===== src/rtl/sret_pkg.sv =====
package sret_pkg;
  localparam int DW        = 16;
  localparam int AW        = 3;
  localparam int NREG      = 1 << AW;
  localparam int SLEEP_BIT = 8;
  localparam int NWAKE     = 3;
  localparam int W_SUPPLY  = 0;
  localparam int W_RESUME  = 1;
  localparam int W_BUSCHG  = 2;

  localparam logic [AW-1:0] A_SYS  = 3'd0;
  localparam logic [AW-1:0] A_PIN  = 3'd1;
  localparam logic [AW-1:0] A_DMA0 = 3'd2;
  localparam logic [AW-1:0] A_DMA1 = 3'd3;
  localparam logic [AW-1:0] A_IEN  = 3'd4;
  localparam logic [AW-1:0] A_IST  = 3'd5;
  localparam logic [AW-1:0] A_GEN0 = 3'd6;
  localparam logic [AW-1:0] A_GEN1 = 3'd7;

  // Bits that survive sleep entry, per register
  function automatic logic [DW-1:0] keep_mask(input logic [AW-1:0] a);
    logic [DW-1:0] m;
    case (a)
      A_SYS:                m = DW'(8'hFF);
      A_PIN, A_DMA0, A_DMA1: m = DW'(1);
      A_IEN, A_IST:         m = DW'({NWAKE{1'b1}});
      default:              m = '0;
    endcase
    return m;
  endfunction
endpackage


===== src/rtl/sret_sync.sv =====
module sret_sync #(
  parameter int W = 1
) (
  input  logic         clk,
  input  logic         rst,
  input  logic [W-1:0] d,
  output logic [W-1:0] chg
);
  for (genvar b = 0; b < W; b++) begin : g_bit
    logic s1, s2, prev;
    always_ff @(posedge clk) begin
      if (rst) begin
        s1   <= 1'b0;
        s2   <= 1'b0;
        prev <= 1'b0;
      end else begin
        s1   <= d[b];
        s2   <= s1;
        prev <= s2;
      end
    end
    assign chg[b] = s2 ^ prev;
  end
endmodule


===== src/rtl/sret_wake.sv =====
module sret_wake import sret_pkg::*; #(
  parameter int DBUS_W = 2
) (
  input  logic              asleep,
  input  logic [NWAKE-1:0]  ien,
  input  logic              sup_chg,
  input  logic [DBUS_W-1:0] bus_chg,
  output logic [NWAKE-1:0]  set
);
  logic any_bus;
  always_comb begin
    any_bus            = |bus_chg;
    set                = '0;
    set[W_SUPPLY]      = asleep & ien[W_SUPPLY] & sup_chg;
    set[W_RESUME]      = asleep & ien[W_RESUME] & any_bus;
    set[W_BUSCHG]      = asleep & ien[W_BUSCHG] & any_bus;
  end
endmodule


===== src/rtl/sret_regfile.sv =====
module sret_regfile import sret_pkg::*; (
  input  logic             clk,
  input  logic             rst,
  input  logic             wr_en,
  input  logic [AW-1:0]    wr_addr,
  input  logic [DW-1:0]    wr_data,
  input  logic [AW-1:0]    rd_addr,
  input  logic [NWAKE-1:0] wake_set,
  output logic [DW-1:0]    rd_data,
  output logic [NWAKE-1:0] ien,
  output logic             asleep,
  output logic             irq_n
);
  logic [DW-1:0]    regs [NREG];
  logic             sleep_q;
  logic             enter, leave;
  logic [NWAKE-1:0] keep_st;
  logic [DW-1:0]    rd_val;

  always_comb begin
    enter   = wr_en && (wr_addr == A_SYS) &&  wr_data[SLEEP_BIT] && !sleep_q;
    leave   = wr_en && (wr_addr == A_SYS) && !wr_data[SLEEP_BIT] &&  sleep_q;
    keep_st = (wr_en && wr_addr == A_IST) ? wr_data[NWAKE-1:0] : {NWAKE{1'b1}};
    rd_val  = regs[rd_addr];
    if (rd_addr == A_SYS) rd_val[SLEEP_BIT] = sleep_q;
  end

  always_ff @(posedge clk) begin
    if (rst) begin
      sleep_q <= 1'b0;
      rd_data <= '0;
      irq_n   <= 1'b1;
      for (int i = 0; i < NREG; i++) regs[i] <= '0;
    end else begin
      if (enter)      sleep_q <= 1'b1;
      else if (leave) sleep_q <= 1'b0;
      rd_data <= rd_val;
      irq_n   <= ~|(regs[A_IST][NWAKE-1:0] & regs[A_IEN][NWAKE-1:0]);
      for (int i = 0; i < NREG; i++) begin
        if (AW'(i) == A_IST)
          regs[i] <= DW'((regs[i][NWAKE-1:0] & keep_st) | wake_set);
        else if (enter)
          regs[i] <= regs[i] & keep_mask(AW'(i));
        else if (wr_en && !sleep_q && wr_addr == AW'(i) &&
                 !(AW'(i) == A_SYS && wr_data[SLEEP_BIT]))
          regs[i] <= wr_data;
      end
    end
  end

  assign ien    = regs[A_IEN][NWAKE-1:0];
  assign asleep = sleep_q;

  // an entry write puts the block to sleep
  a_r3_enter: assert property (@(posedge clk) disable iff (rst)
    enter |=> sleep_q);
  // general registers are wiped on entry
  a_r5_wipe: assert property (@(posedge clk) disable iff (rst)
    enter |=> (regs[A_GEN0] == '0) && (regs[A_GEN1] == '0));
  // wake enables survive entry
  a_r4_ien_kept: assert property (@(posedge clk) disable iff (rst)
    enter |=> $stable(regs[A_IEN][NWAKE-1:0]));
  // writes during sleep are ignored
  a_r6_frozen: assert property (@(posedge clk) disable iff (rst)
    (sleep_q && wr_en && wr_addr == A_GEN0) |=> $stable(regs[A_GEN0]));
  // no status bit rises while awake
  a_r8_awake_quiet: assert property (@(posedge clk) disable iff (rst)
    !sleep_q |=> ((regs[A_IST] & ~$past(regs[A_IST])) == '0));
  // an enabled pending status pulls the interrupt low
  a_r11_irq: assert property (@(posedge clk) disable iff (rst)
    (|(regs[A_IST][NWAKE-1:0] & regs[A_IEN][NWAKE-1:0])) |=> !irq_n);
endmodule


===== src/rtl/sret_ctrl.sv =====
module sret_ctrl import sret_pkg::*; #(
  parameter int DBUS_W = 2
) (
  input  logic              clk,
  input  logic              rst,
  input  logic              wr_en,
  input  logic [AW-1:0]     wr_addr,
  input  logic [DW-1:0]     wr_data,
  input  logic [AW-1:0]     rd_addr,
  output logic [DW-1:0]     rd_data,
  input  logic              vbus,
  input  logic [DBUS_W-1:0] dbus,
  output logic              asleep,
  output logic              irq_n
);
  logic [0:0]        sup_chg;
  logic [DBUS_W-1:0] bus_chg;
  logic [NWAKE-1:0]  ien, wake_set;

  sret_sync #(.W(1)) u_sup_sync (
    .clk(clk), .rst(rst), .d(vbus), .chg(sup_chg));

  sret_sync #(.W(DBUS_W)) u_bus_sync (
    .clk(clk), .rst(rst), .d(dbus), .chg(bus_chg));

  sret_wake #(.DBUS_W(DBUS_W)) u_wake (
    .asleep(asleep), .ien(ien), .sup_chg(sup_chg[0]),
    .bus_chg(bus_chg), .set(wake_set));

  sret_regfile u_regs (
    .clk(clk), .rst(rst), .wr_en(wr_en), .wr_addr(wr_addr),
    .wr_data(wr_data), .rd_addr(rd_addr), .wake_set(wake_set),
    .rd_data(rd_data), .ien(ien), .asleep(asleep), .irq_n(irq_n));
endmodule


===== config.mk =====
export PLATFORM = sky130hd
export DESIGN_NAME = sret_ctrl
export DESIGN_NICKNAME = d
export VERILOG_FILES = /design/src/rtl/sret_pkg.sv /design/src/rtl/sret_sync.sv /design/src/rtl/sret_wake.sv /design/src/rtl/sret_regfile.sv /design/src/rtl/sret_ctrl.sv
export SDC_FILE = /design/constraint.sdc
export NUM_CORES = 1
export LEC_CHECK = 0
export ABC_AREA = 0
export BUFFER_PORTS_ARGS = -buffer_cell sky130_fd_sc_hd__buf_2
export CORE_MARGIN = 5
export CORE_UTILIZATION = 35
export CTS_BUF_LIST = sky130_fd_sc_hd__clkbuf_2 sky130_fd_sc_hd__clkbuf_4 sky130_fd_sc_hd__clkbuf_8
export DETAILED_ROUTE_END_ITERATION = 8
export HOLD_SLACK_MARGIN = 0.15
export SLEW_MARGIN = 10
export SYNTH_ARGS = -nofsm -noshare
export SYNTH_HDL_FRONTEND = slang
export SYNTH_SLANG_ARGS = --single-unit

===== constraint.sdc =====
create_clock -name clk -period 6.49 [get_ports clk]
set_input_delay 0.649 -clock clk [delete_from_list [all_inputs] [get_ports clk]]
set_output_delay 0.649 -clock clk [all_outputs]
set_load 0.02 [all_outputs]

== Word level (Yosys, flattened, before mapping) ==
Memories as Yosys holds them, arrays and structs flattened.
Index checks and enable logic that the tools add are counted.

* Equal/unequal tests: 7
* Multiplexer cells: 61
* Bitwise gates (word level): 34
* Reduce and logical (&&, ||, !) cells: 23

{| class="wikitable"
|+ Operators by type and width
! cell !! count
|-
| $mux 16 || 23
|-
| $and 16x16->16 || 7
|-
| $mux 1 || 37
|-
| $or 16x3->16 || 1
|-
| $logic_and 1x1->1 || 15
|-
| $or 1x1->1 || 15
|-
| $eq 3x3->1 const B || 4
|-
| $and 1x1->1 || 6
|-
| $and 3x3->3 || 2
|-
| $eq 3x2->1 const B || 2
|-
| $logic_not 3->1 || 2
|-
| $eq 3x1->1 const B || 1
|-
| $logic_not 1->1 || 3
|-
| $mux 3 || 1
|-
| $reduce_or 3->1 || 1
|-
| $xor 1x1->1 || 3
|-
| $reduce_bool 2->1 || 1
|-
| $reduce_or 2->1 || 1
|}

* Register bits after elaboration: 27
* RAM bits: 128
* Input bits: 28
* Output and inout port bits: 18
* Word-level logic and storage cells: 138
* Memories: 1

{| class="wikitable"
|+ Memory list
! memory !! words !! bits a word !! rd ports !! clocked after Yosys merged registers in !! wr ports !! RTL line !! text
|-
| u_regs.regs || 8 || 16 || 9 || 0 || 8 || sret_regfile.sv:14 || <nowiki>logic [DW-1:0] regs [NREG];</nowiki>
|}

== Depth between registers and ports, before layout ==
Gate-level depths: netlist (run 1).

* Word-level depth: 9
* Mapped depth: 6
* Gate-level depth less buffers: 3

== Modules after synthesis ==
Synthesis (run 1) repeated with hierarchy kept, for this count alone.

* Cells, all modules: 444
* Area total of the unflattened synthesis: 6034.5 sq um

{| class="wikitable"
|+ By module, submodules not included
! module !! times used !! cells an instance !! area each (sq um) !! seq. area each (sq um)
|-
| sret_regfile || 1 || 420 || 5743.0 || 3753.6
|-
| sret_sync at u_bus_sync || 1 || 14 || 177.7 || 120.1
|-
| sret_sync at u_sup_sync || 1 || 7 || 87.6 || 60.1
|-
| sret_wake || 1 || 3 || 26.3 || 0.0
|}

== Worst setup path before layout (run 1) ==
Ideal clock, no wire load.

* Path kind: input -> register
* Start: in wr_addr[0]
* End: mem u_regs.regs[1][10], enable pin
* Library setup time: 431 ps
* Arrival time: 2761 ps
* Required time: 6059 ps
* Slack: 3298 ps
* Cell stages on the path: 4
* Buffers on the path: 2
* Cells stage by stage: buf_2 -> clkbuf_1 -> nor2_1 -> o41ai_1

{| class="wikitable"
|+ RTL lines
! element !! RTL line !! text
|-
| start, declared || sret_ctrl.sv:7 || <nowiki>input logic [AW-1:0] wr_addr,</nowiki>
|-
| end, declared || sret_regfile.sv:14 ||
|}

==> key figures, run 1 <==
Clocking
  • Cts hold-fix bufs: 0
  • Clock sinks: roughly 140
  • CTS tree: built
  • Post-CTS sizing: 0
  • CTS buffer count: 17
  • Worst-skew pair later-pin latency: around 0.45 ns
  • H-Tree Depth: 4
  • Clock root buffer: clkbuf_8
  • CTS clk-pin slew, worst paths: 0.07 ns
  • # Post-CTS Setup Buffers: 0
  • Max Buffers Root-to-Sink: 2

Worst setup path
  • CP arrival: 2.97 ns
  • CP Class: input pin to flip-flop
  • Critical Path Max Stage Delay: roughly 0.74 ns
  • Largest delay share family, worst path: buffers and inverters
  • Crit. End Element: flip-flop
  • Slowest CP cell: clkinv_1
  • Max FO, Critical Path: 37
  • Worst path bufs/invs: 3
  • CP Launch Type: input pin
  • CP cell instances: buf_2 -> clkinv_1 -> o21ai_1 -> buf_4
  • Critical Path RT: 6.64 ns

Yosys
  • Compound-gate portion of the synthesized area: 4.06%
  • Post-Synth Adder-Cell Area: 0%
  • Post-synthesis cell area: 6080 um2
  • Distinct cells, synth: 38
  • Mapped Nets: 477
  • Yosys reg bits: 141
  • Post-synthesis mux area share: roughly a tenth
  • Largest family of logic cells by synthesized area: simple AND/OR/NAND/NOR gates
  • Yosys Warn Count: 0
  • Post-synthesis xor/xnor area fraction: 0.432%
  • Area share of and/or/nand/nor cells after synthesis: a little under a fifth
  • Syn_area_per_cell: 13.5 um2
  • Post-Synthesis Cells: 449
  • Post-synthesis sequential area ratio: 64.7%

Placed design
  • GP Congestion: 0.811
  • Dpl cells: 698
  • DPL Wire Length: 9050 um
  • Dpl ws: about 3.2 ns
  • # port buffers: 45
  • Cell Area, Placed: 6500 um2

Routing
  • Initial drt markers: 304
  • Routed vias/inst: between 4 and 5
  • Remaining DRCs: 0
  • DR WL/cell: about 19 um
  • Final wirelength: ~14000 um
  • Vias: 3643
  • Routed Antenna Nets: 0
  • Drt pass-1 iters: 5

Floorplanning
  • Placement Rows: 48
  • Initial Util: 35.4%
  • Die height: 142 um
  • Core Area: roughly 17000 um2
  • Die footprint: 20100 um2
  • Die W: 142 um
  • Io pins: 46

Layout
  • Fillers: 1670
  • Share of layout cells above drive strength 1: 24.2%
  • Area Overhead vs Synth: 13.7%
  • Commonest non-fill, non-tap cell in the layout: edfxtp_1
  • Finished layout cell area: 6910 um2
  • Layout Cells excl Fill: 730
  • Antenna cells: 0
  • Final net count: 520
  • Commonest cells after routing, fill and taps aside: edfxtp_1 (111), and2_1 (77), nor2_1 (59), buf_2 (45), dfxtp_1 (30)

Timing
  • RSZ-0062 raised after global routing: false
  • Worst-case clock skew: about 0.012 ns
  • Total Neg Setup Slack: 0 ns
  • Slew Limit Fails: 0
  • Slew headroom: 27.0%
  • Worst Tran Pin Value: 1.09 ns
  • FMAX: approximately 0.35 GHz
  • Final Setup Violations: 0
  • Fin crit share: a little over two fifths
  • Setup WS post-layout: 3.67 ns
  • Final hold violation count: 0
  • Min Tclk post-route: roughly 2.8 ns

Global route
  • Pin count of the biggest net entering global routing: 38
  • GR Util met2: about a quarter
  • M1 GR Usage: 17.5%
  • GRT busiest layer: met2
  • GR Overflow Total: 0
  • Vias in the first global route: 3751
  • First-pass GRT wire length: 21300 um
  • Initial antenna violation count: 0
  • Overall Global Routing Usage: 14.1%
  • M3 GR Usage: 4.35%

Job
  • MaxCap Viol Count: 0

Outcome
  • Status: finished, final reports clean

Power and ir drop
  • Power Dens Cells: 275 nW/um2
  • LEAKAGE: 2.58 nW
  • VDD IR-drop max: 0.155 mV

Min path
  • Hold/Removal Path Class: input pin to flip-flop
## registers in the layout, summed over array words and instances (netlist names)
register	flops
u_sup_sync.g_bit.s2	1
u_bus_sync.g_bit.s1	2
u_regs.regs	114
u_bus_sync.g_bit.prev	2
u_sup_sync.g_bit.prev	1
u_regs.rd_data	16
u_regs.asleep	1
u_bus_sync.g_bit.s2	2
u_sup_sync.g_bit.s1	1
u_regs.irq_n	1
## power breakdown
part           switching [W]  internal, W
logic              0.0000971    0.0000538
clock network       0.000325     0.000396
registers          0.0000124      0.00102
total               0.000434      0.00147
## worst paths after layout
path | endpoint | startpoint | slack (ns) | cells after the start
worst min-delay path | u_bus_sync.g_bit[1].s1 | dbus[1] | 0.41 | 2
worst max register to register | u_regs.regs[2][14] | u_regs.asleep | 4.14 | 3
worst min register to register | u_bus_sync.g_bit[1].s2 | u_bus_sync.g_bit[1].s1 | 0.44 | 1
worst max-delay path | u_regs.regs[2][14] | rst | 3.67 | 4
## metal layers
layer | share of wire [%] | vias up
met5 | 0 | -
met4 | 2.1 | 0
met3 | 5.3 | 19
met2 | 50 | 106
met1 | 43 | 1808
li1 | - | 1710
## through the flow
stage          utilization [%]  hold WS [ns]  total power [W]
2_1_floorplan                -         0.414          0.00114
3_3_place_gp              37.8         0.418          0.00120
3_5_place_dp              37.8         0.423          0.00120
4_1_cts                   40.2         0.385          0.00192
5_1_grt                   40.2         0.390          0.00197
6_report                  40.2         0.408          0.00190
## cells by family after synthesis
group,after synthesis
xor+xnor,3
flops,141
simple gates,208
mux,36
buf+inv,28
compound gates,33
## area by class of cell
type	count	area (um2)	share of cell area [%]
clock buffer	20	263	3.81
clock inverter	12	141	2.05
inverter	1	3.75	0.0544
multi-input combinational	280	2010	29.1
sequential	141	3930	57.0
tap	225	282	4.08
timing repair buffer	51	270	3.91
## cells in the mapped netlist (all sizes together)
library cell / count / area [um2]
nor4b: 1 / 8.76
o31a: 1 / 8.76
a311oi: 13 / 114
mux2i: 17 / 170
edfxtp: 111 / 3330
o31ai: 1 / 7.51
a222oi: 1 / 10.0
clkbuf: 14 / 53.8
nand2b: 6 / 45.0
nand4bb: 1 / 11.3
nand3: 3 / 15.0
o211ai: 2 / 15.0
nor2b: 9 / 56.3
nand3b: 2 / 15.0
nand2: 29 / 109
o21ai: 7 / 35.0
a21o: 2 / 15.0
xor2: 3 / 26.3
buf: 13 / 87.6
nor2: 59 / 221
o41ai: 3 / 26.3
or4b: 1 / 13.8
nor4: 3 / 40.0
clkinv: 1 / 3.75
and2: 77 / 482
or2: 14 / 87.6
dfxtp: 30 / 601
nor3: 1 / 5.00
mux4: 19 / 428
nor3b: 1 / 7.51
nand4b: 1 / 8.76
a21oi: 3 / 15.0
Note: power is estimated with default switching activity, not from simulation.
==> run 2: changes to the inputs <==
ABC_AREA = 1   (was 0)
clock period = 2.85 ns   (was 6.49 ns; I/O delays follow)
==> run 2 against run 1 <==
Critical path depth rose by 3. Clock skew is 0.0056 ns lower. Register-to-register slack got worse by 3.3 ns. Largest cell class unchanged. Largest power group unchanged.
==> key figures, run 2 <==
Outcome
  • Status: finished, final reports clean (unchanged)

Routing
  • Drt pass-1 iters: 5 (unchanged)
  • Routed Antenna Nets: 0 (unchanged)
  • Vias: 4723 (was 3643)
  • Routed vias/inst: 4.58 (was 4.99)
  • Initial drt markers: 339 (was 304)
  • Remaining DRCs: 0 (unchanged)
  • DR WL/cell: 14.8 um (was 18.6 um)
  • Final wirelength: 15200 um (was 13600 um)

Global route
  • Pin count of the biggest net entering global routing: 63 (was 38)
  • Initial antenna violation count: 0 (unchanged)
  • GR Overflow Total: 0 (unchanged)
  • Vias in the first global route: 4535 (was 3751)
  • Overall Global Routing Usage: 14.7% (was 14.1%)
  • First-pass GRT wire length: 24400 um (was 21300 um)

Timing
  • Min Tclk post-route: 2.19 ns
  • Final Setup Violations: 0 (unchanged)
  • Worst-case clock skew: 0.00653 ns (was 0.0121 ns)
  • Total Neg Setup Slack: 0 ns (unchanged)
  • Worst Tran Pin Value: 0.834 ns (was 1.09 ns)
  • RSZ-0062 raised after global routing: false (unchanged)
  • Setup WS post-layout: 0.660 ns (was 3.67 ns)
  • Fin crit share: 76.9%
  • Final hold violation count: 0 (unchanged)
  • FMAX: 0.457 GHz
  • Slew headroom: 44.2% (was 27.0%)
  • Slew Limit Fails: 0 (unchanged)

Clocking
  • # Post-CTS Setup Buffers: 0 (unchanged)
  • Clock root buffer: clkbuf_8 (unchanged)
  • Worst-skew pair later-pin latency: 0.45 ns (about the same)
  • CTS tree: built (unchanged)
  • Max Buffers Root-to-Sink: 2 (unchanged)
  • H-Tree Depth: 4 (unchanged)
  • CTS buffer count: 17 (unchanged)
  • CTS clk-pin slew, worst paths: 0.07 ns (about the same)
  • Clock sinks: 141 (unchanged)
  • Post-CTS sizing: 0 (unchanged)

Worst setup path
  • CP Class: input pin to flip-flop (unchanged)
  • Setup slack, reg-to-reg: 0.85 ns (was 4.14 ns)
  • Critical Path RT: 2.86 ns (was 6.64 ns)
  • CP Launch Type: input pin (unchanged)
  • Max FO, Critical Path: 15 (was 37)
  • Crit. End Element: flip-flop (unchanged)
  • CP arrival: 2.20 ns (was 2.97 ns)
  • R2R Path End: u_regs.regs[7][1] (was u_regs.regs[2][14])
  • Slowest CP cell: dlygate4sd3_1 (was clkinv_1)
  • RR Startpoint: u_regs.asleep (unchanged)
  • CP cell instances: dlygate4sd3_1 -> buf_2 -> inv_2 -> buf_4 -> o21ai_0 -> inv_1 -> nand2_1 (was buf_2 -> clkinv_1 -> o21ai_1 -> buf_4)
  • Critical Path Max Stage Delay: 0.53 ns (was 0.74 ns)
  • FF-to-FF path depth: 3 (unchanged)

Yosys
  • Predominant post-synthesis flop cell: edfxtp_1 (unchanged)
  • Number of synthesized flops with an enable pin: 111 (unchanged)
  • Top cell type's share of synthesized area: 51.9% (was 54.9%)
  • Mapped Nets: 766 (was 477)
  • Post-synth top area cell: edfxtp_1 (unchanged)
  • Asr flop ratio synth: 0% (unchanged)
  • Yosys reg bits: 141 (unchanged)
  • Top-count cell post-synth: nor2_1 (was edfxtp_1)
  • Post-synthesis cell area: 6430 um2 (was 6080 um2)
  • Top cells by count, synth: nor2_1 (224), nand2_1 (173), edfxtp_1 (111), inv_1 (97), dfxtp_1 (30) (was edfxtp_1 (111), and2_1 (77), nor2_1 (59), dfxtp_1 (30), nand2_1 (29))
  • Post-Synthesis Cells: 738 (was 449)
  • Distinct cells, synth: 21 (was 38)
  • Post-synthesis sequential area ratio: 61.2% (was 64.7%)
  • Yosys Warn Count: 0 (unchanged)
  • Area contributors post-synth: edfxtp_1 (52%), nor2_1 (13%), nand2_1 (10%), dfxtp_1 (9.3%), inv_1 (5.7%) (was edfxtp_1 (55%), dfxtp_1 (9.9%), and2_1 (7.9%), mux4_2 (7.0%), nor2_1 (3.6%))
  • Syn_area_per_cell: 8.71 um2 (was 13.5 um2)

Layout
  • Commonest cells after routing, fill and taps aside: nor2_1 (224), nand2_1 (173), edfxtp_1 (111), inv_1 (97), buf_2 (45) (was edfxtp_1 (111), and2_1 (77), nor2_1 (59), buf_2 (45), dfxtp_1 (30))
  • Largest reg by FF count: u_regs.regs (unchanged)
  • Fillers: 1845 (was 1670)
  • Commonest non-fill, non-tap cell in the layout: nor2_1 (was edfxtp_1)
  • Layout Cells excl Fill: 1032 (was 730)
  • Share of layout cells above drive strength 1: 13.1% (was 24.2%)
  • Top Registers: u_regs.regs x114, u_regs.rd_data x16 (unchanged)
  • Area Overhead vs Synth: 13.2% (was 13.7%)
  • Antenna cells: 0 (unchanged)
  • Max reg flops: 114 (unchanged)
  • Final net count: 819 (was 520)
  • Finished layout cell area: 7280 um2 (was 6910 um2)

Floorplanning
  • Die height: 146 um (was 142 um)
  • Io pins: 46 (unchanged)
  • Placement Rows: 49 (was 48)
  • Initial Util: 35.7% (was 35.4%)
  • Die footprint: 21200 um2 (was 20100 um2)
  • Core Area: 18000 um2 (was 17200 um2)
  • Die W: 146 um (was 142 um)

Power and ir drop
  • Power Dens Cells: 571 nW/um2 (was 275 nW/um2)
  • VDD IR-drop max: 0.281 mV (was 0.155 mV)
  • Power, Total: 0.00416 W (was 0.00190 W)
  • LEAKAGE: 3.32 nW (was 2.58 nW)

Min path
  • Worst hold endpoint: u_regs.regs[6][14] (was u_bus_sync.g_bit[1].s1)
  • Hold Path Stages: 3 (was 2)
  • Hold/Removal Path Class: input pin to flip-flop (unchanged)
  • Min-delay src: wr_data[14] (was dbus[1])

Placed design
  • DPL Wire Length: 9950 um (was 9050 um)
  • Dpl cells: 992 (was 698)
  • Dpl ws: 0.699 ns (was 3.24 ns)
  • GP Congestion: 0.818 (was 0.811)
  • # port buffers: 45 (unchanged)
  • Cell Area, Placed: 6860 um2 (was 6500 um2)

Job
  • MaxCap Viol Count: 0 (unchanged)
-- run 2: worst max-delay path by stage --
stage,from,end,depth (start not counted)
final,rst,u_regs.regs[2][4],7
after CTS,rst,u_regs.regs[2][7],7
after global routing,rst,u_regs.regs[7][7],5
after global placement,rst,u_regs.regs[7][10],4
after floorplan,u_regs.asleep,u_regs.regs[2][10],4
after detailed placement,rst,u_regs.regs[2][12],6
-- run 2: cells by family after synthesis --
| kind of cell | share of synthesized area (%) |
|---|---|
| flops | 61.2 |
| compound gates | 1.81 |
| simple gates | 28.3 |
| buf+inv | 8.63 |
-- run 2: stage by stage --
step / hold slack, ns / utilization, %
floorplan: 0.354 / -
global placement: 0.389 / 38.0
detailed placement: 0.395 / 38.0
CTS: 0.253 / 40.4
global route: 0.286 / 40.4
finish: 0.272 / 40.4
-- run 2: layout make-up --
class	instances	area [um2]	area share, %
flip-flops and latches	141	3930	54.1
inverters	103	387	5.31
well taps	229	287	3.94
repair buffers	64	403	5.54
clock inverters	12	80.1	1.10
multi-input cells	464	1940	26.6
clock buffers	19	249	3.42
-- run 2: critical path, delay by kind of cell --
family | cells | cell delay (ns)
simple gates | 1 | 0.48
compound gates | 1 | 0.12
buf+inv | 5 | 1.32
-- run 2: metal layers --
metal / GRT usage, % / share of wire (%) / vias up
li1: - / - / 2373
met1: 19.4 / 45 / 2219
met2: 23.9 / 49 / 109
met3: 2.68 / 4.6 / 22
met4: 5.88 / 1.8 / 0
met5: 0 / 0 / -
-- run 2: power by group --
part           switching [W]  internal [W]  total (W)
sequential         0.0000272       0.00231    0.00234
clock               0.000724      0.000677    0.00140
combinational       0.000297      0.000119   0.000416
-- run 2: what timing repair did --
action                                 CTS  global route
setup endpoints to repair                0             0
endpoints found under the hold margin   11             0
hold buffers                             9             0
==> run 3: changes to the inputs <==
ABC_AREA = 0   (was 1)
clock period = 2.3 ns   (was 2.85 ns; I/O delays follow)
==> run 3 against run 2 <==
Cell count shrank 26%. Combinational power is 11% higher. Critical endpoint is now u_regs.regs[0][10]. Register-to-register slack lost 0.53 ns. Wire length fell by 9.4%.
==> key figures, run 3 (synthesis results as in run 1) <==
Outcome
  • Status: finished, final reports clean (unchanged)

Global route
  • Pin count of the biggest net entering global routing: 30 (was 63)
  • M1 GR Usage: 18.8% (was 19.4%)
  • First-pass GRT wire length: 21600 um (was 24400 um)
  • Overall Global Routing Usage: 14.4% (was 14.7%)
  • Vias in the first global route: 3771 (was 4535)
  • GR Util met2: 23.1% (was 23.9%)
  • GRT busiest layer: met2 (unchanged)
  • Initial antenna violation count: 0 (unchanged)
  • M3 GR Usage: 3.37% (was 2.68%)
  • GR Overflow Total: 0 (unchanged)

Clocking
  • CTS tree: built (unchanged)
  • # Post-CTS Setup Buffers: 0 (unchanged)
  • CTS buffer count: 17 (unchanged)
  • Max Buffers Root-to-Sink: 2 (unchanged)
  • Post-CTS sizing: 0 (unchanged)
  • Clock sinks: 141 (unchanged)
  • Cts hold-fix bufs: 13 (was 9)
  • Clock root buffer: clkbuf_8 (unchanged)
  • Worst-skew pair later-pin latency: 0.44 ns (was 0.45 ns)
  • H-Tree Depth: 4 (unchanged)
  • CTS clk-pin slew, worst paths: 0.07 ns (about the same)

Power and ir drop
  • LEAKAGE: 2.69 nW (was 3.32 nW)
  • Power Dens Cells: 713 nW/um2 (was 571 nW/um2)
  • VDD IR-drop max: 0.373 mV (was 0.281 mV)

Worst setup path
  • CP Launch Type: flip-flop (was input pin)
  • CP most frequent cell: buf_4
  • Critical Path Max Stage Delay: 0.57 ns (was 0.53 ns)
  • CP arrival: 2.12 ns (was 2.20 ns)
  • Worst path bufs/invs: 2 (was 5)
  • CP cell instances: buf_4 -> nand2b_1 -> o41ai_1 -> buf_4 (was dlygate4sd3_1 -> buf_2 -> inv_2 -> buf_4 -> o21ai_0 -> inv_1 -> nand2_1)
  • Largest delay share family, worst path: compound AO/OA/AOI/OAI gates (was buffers and inverters)
  • CP Class: flip-flop to flip-flop (was input pin to flip-flop)
  • Slowest CP cell: o41ai_1 (was dlygate4sd3_1)
  • Crit. End Element: flip-flop (unchanged)
  • Max FO, Critical Path: 8 (was 15)
  • Critical Path RT: 2.44 ns (was 2.86 ns)

Timing
  • Hold WS: 0.183 ns (was 0.272 ns)
  • Total Neg Setup Slack: 0 ns (unchanged)
  • FMAX: 0.504 GHz
  • Slew headroom: 39.2% (was 44.2%)
  • RSZ-0062 raised after global routing: false (unchanged)
  • Min Tclk post-route: ~2.0 ns
  • Worst-case clock skew: 0.00992 ns (was 0.00653 ns)
  • Slew Limit Fails: 0 (unchanged)
  • Final hold violation count: 0 (unchanged)
  • Worst Tran Pin Value: 0.909 ns (was 0.834 ns)
  • Fin crit share: 86.2%
  • Final Setup Violations: 0 (unchanged)

Layout
  • Max reg flops: 114 (unchanged)
  • Commonest cells after routing, fill and taps aside: edfxtp_1 (111), and2_1 (77), nor2_1 (59), buf_2 (45), dfxtp_1 (30) (was nor2_1 (224), nand2_1 (173), edfxtp_1 (111), inv_1 (97), buf_2 (45))
  • Layout Cells excl Fill: 759 (was 1032)
  • Area Overhead vs Synth: 16.8% (was 13.2%)
  • Commonest non-fill, non-tap cell in the layout: edfxtp_1 (was nor2_1)
  • Antenna cells: 0 (unchanged)
  • Top Registers: u_regs.regs x114, u_regs.rd_data x16 (unchanged)
  • Share of layout cells above drive strength 1: 25.8% (was 13.1%)
  • Largest reg by FF count: u_regs.regs (unchanged)
  • Finished layout cell area: 7090 um2 (was 7280 um2)
  • Final net count: 549 (was 819)

Routing
  • Drt pass-1 iters: 6 (was 5)
  • Routed Antenna Nets: 0 (unchanged)
  • Final wirelength: 13800 um (was 15200 um)
  • Remaining DRCs: 0 (unchanged)
  • DR WL/cell: 18.2 um (was 14.8 um)
  • Initial drt markers: 241 (was 339)
  • Vias: 3773 (was 4723)
  • Routed vias/inst: 4.97 (was 4.58)

Placed design
  • # port buffers: 45 (unchanged)
  • Cell Area, Placed: 6630 um2 (was 6860 um2)
  • DPL Wire Length: 9350 um (was 9950 um)
  • GP Congestion: 0.829 (was 0.818)
  • Dpl cells: 714 (was 992)

Floorplanning
  • Die footprint: 20100 um2 (was 21200 um2)
  • Die W: 142 um (was 146 um)
  • Die height: 142 um (was 146 um)
  • Core Area: 17200 um2 (was 18000 um2)
  • Initial Util: 35.4% (was 35.7%)
  • Io pins: 46 (unchanged)
  • Placement Rows: 48 (was 49)

Job
  • MaxCap Viol Count: 0 (unchanged)

Min path
  • Hold/Removal Path Class: input pin to flip-flop (unchanged)
[run 3: final timing paths]
path	slack, ns	startpoint	end	depth (start not counted)
worst min register to register	0.45	u_bus_sync.g_bit[0].s1	u_bus_sync.g_bit[0].s2	1
worst max-delay path	0.32	u_regs.asleep	u_regs.regs[0][10]	4
worst min-delay path	0.18	wr_data[10]	u_regs.regs[0][10]	2
worst max register to register	0.32	u_regs.asleep	u_regs.regs[0][10]	4
[run 3: area by class of cell]
class | count | area [um2]
fillers | 1615 | 10100
flip-flops and latches | 141 | 3930
multi-input cells | 280 | 2020
repair buffers | 80 | 520
clock buffers | 24 | 287
well taps | 225 | 282
clock inverters | 8 | 45.0
inverters | 1 | 3.75
[run 3: layer usage]
layer  vias to the layer above  part of all wire (%)
li1                       1766                     -
met1                      1873                    44
met2                       115                    49
met3                        19                   5.0
met4                         0                   2.1
met5                         -                     0
[run 3: per-stage QoR]
stage	setup slack [ns]	total power [W]	util [%]
2_1_floorplan	0.0672	0.00323	-
3_3_place_gp	0.346	0.00340	38.6
3_5_place_dp	0.310	0.00341	38.6
4_1_cts	0.298	0.00511	41.3
5_1_grt	0.137	0.00526	41.3
6_report	0.317	0.00506	41.3
[run 3: report_power, final]
group          switching (W)  total (W)  leakage (nW)  internal [W]
combinational       0.000283   0.000463          1.10      0.000179
clock               0.000873    0.00169         0.183      0.000819
sequential         0.0000358    0.00291          1.40       0.00287
